<file path="src/rtl/psram_ctrl_pkg.sv">
package psram_ctrl_pkg;
  localparam int ADDR_W = 17;
  localparam int DATA_W = 8;

  typedef enum logic [2:0] {
    ST_INIT,
    ST_IDLE,
    ST_ACCESS,
    ST_PRECH,
    ST_RF_LOW,
    ST_RF_HIGH
  } seq_state_e;
endpackage

</file>
<file path="src/rtl/psram_refresh_sched.sv">
module psram_refresh_sched #(
  parameter int INTERVAL_CYC = 1560
) (
  input  logic clk_i,
  input  logic rst_ni,
  input  logic ack_i,
  output logic pending_o
);
  localparam int CNT_W = $clog2(INTERVAL_CYC + 1);

  logic [CNT_W-1:0] tick_cnt;
  logic             tick;

  assign tick = (tick_cnt == CNT_W'(INTERVAL_CYC - 1));

  always_ff @(posedge clk_i or negedge rst_ni) begin
    if (!rst_ni) begin
      tick_cnt  <= '0;
      pending_o <= 1'b0;
    end else begin
      tick_cnt <= tick ? '0 : tick_cnt + 1'b1;
      if (tick)       pending_o <= 1'b1;
      else if (ack_i) pending_o <= 1'b0;
    end
  end


  pending_held_chk: assert property (@(posedge clk_i) disable iff (!rst_ni)
    (pending_o && !ack_i) |=> pending_o);
endmodule

</file>
<file path="src/rtl/psram_cycle_fsm.sv">
module psram_cycle_fsm
  import psram_ctrl_pkg::*;
#(
  parameter int POWERUP_CYC   = 10000,
  parameter int CE_LOW_CYC    = 11,
  parameter int CE_PRE_CYC    = 6,
  parameter int RD_ACCESS_CYC = 10,
  parameter int RFSH_LOW_CYC  = 4,
  parameter int RFSH_HIGH_CYC = 12
) (
  input  logic              clk_i,
  input  logic              rst_ni,
  input  logic              pending_i,
  output logic              ack_o,
  input  logic              req_valid_i,
  output logic              req_ready_o,
  input  logic              req_write_i,
  input  logic [ADDR_W-1:0] req_addr_i,
  input  logic [DATA_W-1:0] req_wdata_i,
  output logic [DATA_W-1:0] rsp_rdata_o,
  output logic              rsp_valid_o,
  output logic              ce1_n_o,
  output logic              ce2_o,
  output logic              oe_n_o,
  output logic              rw_n_o,
  output logic              rfsh_n_o,
  output logic [ADDR_W-1:0] addr_o,
  output logic [DATA_W-1:0] dq_o,
  output logic              dq_oe_o,
  input  logic [DATA_W-1:0] dq_i
);
  localparam int CNT_W = $clog2(POWERUP_CYC + 1);

  seq_state_e       state;
  logic [CNT_W-1:0] cnt;
  logic             is_wr;

  assign ack_o       = (state == ST_IDLE) && pending_i;
  assign req_ready_o = (state == ST_IDLE) && !pending_i;

  always_ff @(posedge clk_i or negedge rst_ni) begin
    if (!rst_ni) begin
      state       <= ST_INIT;
      cnt         <= '0;
      is_wr       <= 1'b0;
      ce1_n_o     <= 1'b1;
      ce2_o       <= 1'b0;
      oe_n_o      <= 1'b1;
      rw_n_o      <= 1'b1;
      rfsh_n_o    <= 1'b1;
      addr_o      <= '0;
      dq_o        <= '0;
      dq_oe_o     <= 1'b0;
      rsp_rdata_o <= '0;
      rsp_valid_o <= 1'b0;
    end else begin
      rsp_valid_o <= 1'b0;
      unique case (state)
        ST_INIT: begin
          if (cnt == CNT_W'(POWERUP_CYC - 1)) begin
            state <= ST_IDLE;
            cnt   <= '0;
            ce2_o <= 1'b1;
          end else cnt <= cnt + 1'b1;
        end
        ST_IDLE: begin
          cnt <= '0;
          if (pending_i) begin
            rfsh_n_o <= 1'b0;
            state    <= ST_RF_LOW;
          end else if (req_valid_i) begin
            ce1_n_o <= 1'b0;
            oe_n_o  <= req_write_i;
            rw_n_o  <= !req_write_i;
            addr_o  <= req_addr_i;
            dq_o    <= req_wdata_i;
            dq_oe_o <= req_write_i;
            is_wr   <= req_write_i;
            state   <= ST_ACCESS;
          end
        end
        ST_ACCESS: begin
          cnt <= cnt + 1'b1;
          // data sampled one clock after the access time expires
          if (!is_wr && cnt == CNT_W'(RD_ACCESS_CYC)) begin
            rsp_rdata_o <= dq_i;
            rsp_valid_o <= 1'b1;
          end
          if (cnt == CNT_W'(CE_LOW_CYC - 1)) begin
            ce1_n_o <= 1'b1;
            oe_n_o  <= 1'b1;
            rw_n_o  <= 1'b1;
            cnt     <= '0;
            state   <= ST_PRECH;
          end
        end
        ST_PRECH: begin
          if (cnt == CNT_W'(CE_PRE_CYC - 1)) begin
            dq_oe_o <= 1'b0;
            cnt     <= '0;
            state   <= ST_IDLE;
          end else cnt <= cnt + 1'b1;
        end
        ST_RF_LOW: begin
          if (cnt == CNT_W'(RFSH_LOW_CYC - 1)) begin
            rfsh_n_o <= 1'b1;
            cnt      <= '0;
            state    <= ST_RF_HIGH;
          end else cnt <= cnt + 1'b1;
        end
        ST_RF_HIGH: begin
          if (cnt == CNT_W'(RFSH_HIGH_CYC - 1)) begin
            cnt   <= '0;
            state <= ST_IDLE;
          end else cnt <= cnt + 1'b1;
        end
        default: state <= ST_INIT;
      endcase
    end
  end

  // independent width monitor for the chip-enable pulse
  logic [CNT_W-1:0] ce_low_run;
  always_ff @(posedge clk_i or negedge rst_ni) begin
    if (!rst_ni)         ce_low_run <= '0;
    else if (!ce1_n_o)   ce_low_run <= ce_low_run + 1'b1;
    else                 ce_low_run <= '0;
  end


  ce_width_chk: assert property (@(posedge clk_i) disable iff (!rst_ni)
    ce_low_run <= CNT_W'(CE_LOW_CYC));

  addr_hold_chk: assert property (@(posedge clk_i) disable iff (!rst_ni)
    (!ce1_n_o && !$past(ce1_n_o)) |-> $stable(addr_o));

  rfsh_deselect_chk: assert property (@(posedge clk_i) disable iff (!rst_ni)
    !rfsh_n_o |-> ce1_n_o);

  ready_busy_chk: assert property (@(posedge clk_i) disable iff (!rst_ni)
    req_ready_o |-> (ce1_n_o && rfsh_n_o && !pending_i));

  no_read_drive_chk: assert property (@(posedge clk_i) disable iff (!rst_ni)
    (!ce1_n_o && rw_n_o) |-> !dq_oe_o);

  oe_rw_excl_chk: assert property (@(posedge clk_i) disable iff (!rst_ni)
    !(!oe_n_o && !rw_n_o));

  ce2_sticky_chk: assert property (@(posedge clk_i) disable iff (!rst_ni)
    $past(ce2_o) |-> ce2_o);
endmodule

</file>
<file path="src/rtl/psram_ctrl.sv">
module psram_ctrl
  import psram_ctrl_pkg::*;
#(
  parameter int POWERUP_CYC          = 10000,
  parameter int REFRESH_INTERVAL_CYC = 1560,
  parameter int CE_LOW_CYC           = 11,
  parameter int CE_PRE_CYC           = 6,
  parameter int RD_ACCESS_CYC        = 10,
  parameter int RFSH_LOW_CYC         = 4,
  parameter int RFSH_HIGH_CYC        = 12
) (
  input  logic              clk_i,
  input  logic              rst_ni,
  input  logic              req_valid_i,
  output logic              req_ready_o,
  input  logic              req_write_i,
  input  logic [ADDR_W-1:0] req_addr_i,
  input  logic [DATA_W-1:0] req_wdata_i,
  output logic [DATA_W-1:0] rsp_rdata_o,
  output logic              rsp_valid_o,
  output logic              ce1_n_o,
  output logic              ce2_o,
  output logic              oe_n_o,
  output logic              rw_n_o,
  output logic              rfsh_n_o,
  output logic [ADDR_W-1:0] addr_o,
  output logic [DATA_W-1:0] dq_o,
  output logic              dq_oe_o,
  input  logic [DATA_W-1:0] dq_i
);
  logic rf_pending;
  logic rf_ack;

  psram_refresh_sched #(
    .INTERVAL_CYC(REFRESH_INTERVAL_CYC)
  ) u_sched (
    .clk_i     (clk_i),
    .rst_ni    (rst_ni),
    .ack_i     (rf_ack),
    .pending_o (rf_pending)
  );

  psram_cycle_fsm #(
    .POWERUP_CYC  (POWERUP_CYC),
    .CE_LOW_CYC   (CE_LOW_CYC),
    .CE_PRE_CYC   (CE_PRE_CYC),
    .RD_ACCESS_CYC(RD_ACCESS_CYC),
    .RFSH_LOW_CYC (RFSH_LOW_CYC),
    .RFSH_HIGH_CYC(RFSH_HIGH_CYC)
  ) u_fsm (
    .clk_i       (clk_i),
    .rst_ni      (rst_ni),
    .pending_i   (rf_pending),
    .ack_o       (rf_ack),
    .req_valid_i (req_valid_i),
    .req_ready_o (req_ready_o),
    .req_write_i (req_write_i),
    .req_addr_i  (req_addr_i),
    .req_wdata_i (req_wdata_i),
    .rsp_rdata_o (rsp_rdata_o),
    .rsp_valid_o (rsp_valid_o),
    .ce1_n_o     (ce1_n_o),
    .ce2_o       (ce2_o),
    .oe_n_o      (oe_n_o),
    .rw_n_o      (rw_n_o),
    .rfsh_n_o    (rfsh_n_o),
    .addr_o      (addr_o),
    .dq_o        (dq_o),
    .dq_oe_o     (dq_oe_o),
    .dq_i        (dq_i)
  );
endmodule

</file>
<file path="config.mk">
export PLATFORM = sky130hd
export DESIGN_NAME = psram_ctrl
export DESIGN_NICKNAME = d
export VERILOG_FILES = /design/src/rtl/psram_ctrl_pkg.sv /design/src/rtl/psram_refresh_sched.sv /design/src/rtl/psram_cycle_fsm.sv /design/src/rtl/psram_ctrl.sv
export SDC_FILE = /design/constraint.sdc
export NUM_CORES = 1
export LEC_CHECK = 0
export CAP_MARGIN = 25
export CELL_PAD_IN_SITES_DETAIL_PLACEMENT = 1
export CELL_PAD_IN_SITES_GLOBAL_PLACEMENT = 1
export CORE_MARGIN = 1
export CORE_UTILIZATION = 43
export DETAILED_ROUTE_END_ITERATION = 10
export DONT_BUFFER_PORTS = 1
export PLACE_DENSITY_LB_ADDON = 0.1
export SLEW_MARGIN = 20
export SYNTH_ARGS = -nofsm -noshare
export SYNTH_HDL_FRONTEND = slang
export SYNTH_SLANG_ARGS = --single-unit
</file>
<file path="constraint.sdc">
create_clock -name clk_i -period 1.9 [get_ports clk_i]
set_input_delay 0 -clock clk_i [delete_from_list [all_inputs] [get_ports clk_i]]
set_output_delay 0 -clock clk_i [all_outputs]
set_load 0.01 [all_outputs]
</file>
==> flow_metrics.tcl <==
set metrics [dict create \
    worst_path_largest_cell_delay_ns 0.41 \
    via_count 2793 \
    worstRegToRegCells 7 \
    finalMaxSlewViolations 0 \
    regToRegSetupSlack_ns -0.02 \
    hold_class "primary input to register" \
    tightestPinTransition_ns 0.354 \
    ant_nets 0 \
    place_hpwl_um 5770 \
    rows 31 \
    layout_worst_path_cycle_share 1.01 \
    layout.filler_cells 834 \
    area_growth_pct 36.2 \
    routed_wl_per_cell_um 18.3 \
    synth.top_cells.by_area "dfrtp_1, nand2_1, dfstp_2" \
    yosys_warnings 0 \
    synthFlopType "dfrtp_1" \
    clk-insertion-delay-late_ns 0.36 \
    num-nets-final 460 \
    status "complete, but fails checks" \
    synth-simple-area-share 0.263 \
    worstPathCellList "nor4_2 -> buf_4 -> buf_6 -> nand3_4 -> nor4_4 -> buf_6 -> mux2_2" \
    cts.clk_slew.worst_paths_ns 0.08 \
    finalCriticalPeriod_ns 1.92 \
    slew_headroom 0.762 \
    final.setup.tns_ns -0.0371 \
    p_leak_nw 2.04 \
    cts.htree.levels 3 \
    io-pin-count 78 \
    critPathTopFamily "simple AND/OR/NAND/NOR gates" \
    layout_setup_ws_ns -0.0221 \
    initial_antenna_violation_count 0 \
    combinational_family_with_the_most_area_after_synthesis "simple AND/OR/NAND/NOR gates" \
    min_delay_path_depth 4 \
    endpoint_kind "register" \
    vias_per_cell 5.36 \
    timing.critical_path.from "u_fsm.cnt[13]$_DFFE_PN0P_" \
    cts-buffers-inserted 9 \
    synth_enable_flop_cells 0 \
    netlist-cell-type-count 46 \
    crit_arrival_ns 2.17 \
    worst-path-buf-inv 3 \
    totalWireLength_um 9520 \
    synth-compound-area-share 0.0752 \
    synth.ff_latch_count 70 \
    floorplan.die_area_mm2 0.00794 \
    async_flop_share 1.00 \
    gr-usage-all-layers 0.237 \
    drc 0 \
    synthXorXnorAreaFrac 0.0403 \
    number_of_detailed_routing_iterations_run_before_antenna_repair 4 \
    yosys-mux-area-fraction 0.0342 \
    maximum_number_of_pins_on_one_net_before_global_route_repair 71 \
    worst_setup_skew_after_layout_ns 0.00762 \
    grt_pass1_wl_um 13800 \
    via_count_of_the_first_global_routing_pass 2896 \
    critPathSlowestCell "dfrtp_1" \
    critPathMostFrequentCell "buf_6" \
    max_clock_freq_mhz 520 \
    r2r-start "u_fsm.cnt[13]$_DFFE_PN0P_" \
    setup.worst_path.start_class "register" \
    dieHeight_um 89.1 \
    ctsLongestPathBuffers 2 \
    die-width_um 89.1 \
    max_cap_violations 0 \
    cellPowerDensity_mw_per_mm2 1220 \
    synthCells 334 \
    hold_path_startpoint "req_valid_i" \
    port_buffers 0 \
    rsz0062_at_grt "yes" \
    grt-ovfl-total 0 \
    synthAdderAreaFrac 0.0230 \
    avgSynthCellArea_um2 9.76 \
    cts_tree "yes" \
    r2r_end "u_fsm.rsp_rdata_o[2]$_DFFE_PN0P_" \
    worstPathRequired_ns 2.15 \
    ctsRootBufferMaster "clkbuf_8" \
    effective_utilization_at_floorplan 0.447 \
    place_worst_setup_slack_ns -0.0848 \
    yosys.area.top_type_share 0.507 \
    max-vdd-ir-drop_mv 0.724 \
    violated_checks "negative setup slack" \
    hold_viol_final 0 \
    post_synth_instance_area_mm2 0.00326 \
    synth.yosys.seq_area_share 0.539 \
    cell_type_contributing_the_most_total_cell_area_after_synthesis "dfrtp_1" \
    setup-violations-final 2 \
    whs_endpoint "u_fsm.is_wr$_DFFE_PN0P_" \
    crit_type "register to register" \
    total_power_mw 5.41 \
    detail_route.iter0.violations 96 \
    gp_congestion 0.779 \
    postSynthNetCount 377 \
    core_mm2 0.00729 \
    drive_gt1_frac 0.251 \
    cts_num_sinks 70 \
    antenna_diode_instance_count 0 \
    finalCoreUtilization 0.609 \
    crit_fanout 8 \
]
[power by group]
part	switching [mW]	internal [mW]	total [mW]
Clock	0.613	0.615	1.23
Sequential	0.524	1.91	2.43
Combinational	0.945	0.807	1.75
Total	2.08	3.33	5.41
[metal layers]
metal	track usage	part of all wire	vias up
met1	0.284	0.41	1390
met2	0.407	0.51	79
met5	0	0	-
met4	0.0967	0.028	0
li1	-	-	1302
met3	0.0609	0.045	22
[cells in the mapped netlist, types with 3 or more instances]
cell type,instances
mux2_2,6
mux2_1,3
ha_1,6
nand3_1,13
nor2_1,26
and3_1,6
o211ai_1,7
nor4_1,3
o21ai_0,5
xnor2_1,6
nor3_1,13
nor4_4,3
buf_2,7
dfrtp_1,66
a21oi_1,10
dfstp_2,4
clkbuf_1,3
xor2_1,9
nand2_1,94
inv_1,8
nor2b_1,3
o31ai_1,3
[per-stage QoR]
| stage | area (µm²) | hold slack [ns] | cells |
|---|---|---|---|
| floorplan | 3260 | -0.296 | 334 |
| global placement | 3650 | -0.293 | 464 |
| detailed placement | 3650 | -0.293 | 464 |
| CTS | 4300 | 0.00466 | 519 |
| global route | 4440 | 0.0679 | 521 |
| finish | 4440 | 0.0536 | 521 |
[worst max path at each step]
stage	end	slack (ns)	cells past startpoint
3_3_place_gp	u_fsm.state[0]$_DFFE_PN0P_	-0.0007	6
5_1_grt	u_fsm.state[0]$_DFFE_PN0P_	-0.09	7
2_1_floorplan	u_fsm.state[0]$_DFFE_PN0P_	-0.04	7
4_1_cts	u_fsm.rsp_rdata_o[7]$_DFFE_PN0P_	0.005	7
6_report	u_fsm.rsp_rdata_o[2]$_DFFE_PN0P_	-0.02	7
3_5_place_dp	u_fsm.state[0]$_DFFE_PN0P_	-0.08	6
[final cells by class]
cell class / count / area (µm²) / area share
clock buffers: 10 / 128 / 0.0287
multi-input cells: 245 / 1570 / 0.353
inverters: 8 / 30.0 / 0.00676
flip-flops and latches: 70 / 1760 / 0.397
well taps: 99 / 124 / 0.0279
repair buffers: 83 / 759 / 0.171
clock inverters: 6 / 71.3 / 0.0161
[state kept, by name, indices dropped and copies added, names as in the netlist]
name / count
u_fsm.rsp_valid_o: 1
u_fsm.addr_o: 17
u_fsm.dq_o: 8
u_fsm.dq_oe_o: 1
u_fsm.is_wr: 1
u_sched.pending_o: 1
u_sched.tick_cnt: 11
u_fsm.cnt: 14
u_fsm.rw_n_o: 1
u_fsm.rfsh_n_o: 1
u_fsm.ce1_n_o: 1
u_fsm.ce2_o: 1
u_fsm.oe_n_o: 1
u_fsm.state: 3
u_fsm.rsp_rdata_o: 8
[cell usage in the layout (no fill, tap or decap), types with 3 or more instances in the layout]
cell / instances
nand2_1: 94
dfrtp_1: 62
buf_4: 39
dlygate4sd3_1: 36
nor2_1: 24
nand3_1: 12
a21oi_1: 10
nor3_1: 10
xor2_1: 9
clkbuf_8: 9
mux2_4: 8
inv_1: 7
o211ai_1: 7
buf_6: 7
xnor2_1: 6
and3_1: 5
o21ai_0: 4
dfstp_2: 4
dfrtp_2: 4
nor4_1: 3
nor4_4: 3
o31ai_1: 3
ha_1: 3
[worst register-to-register path, delay by kind of cell (launching register included)]
family | cells | cell delay (ns)
AND/OR/NAND/NOR | 3 | 0.57
buffers and inverters | 3 | 0.45
flip-flops | 1 | 0.41
multiplexers | 1 | 0.36
[kinds of logic after synthesis]
logic type / after synthesis
compound gates: 37
xor+xnor: 15
fa+ha+maj: 6
buf+inv: 19
flops: 70
mux: 10
simple gates: 177
[what timing repair did]
action,in CTS,in global routing
endpoints found under the setup margin,13,47
endpoints found under the hold margin,107,0
pin swaps,2,6
resized for setup,10,35
setup buffers,2,2
hold buffers,37,0
(Power assumes the default switching activity.)
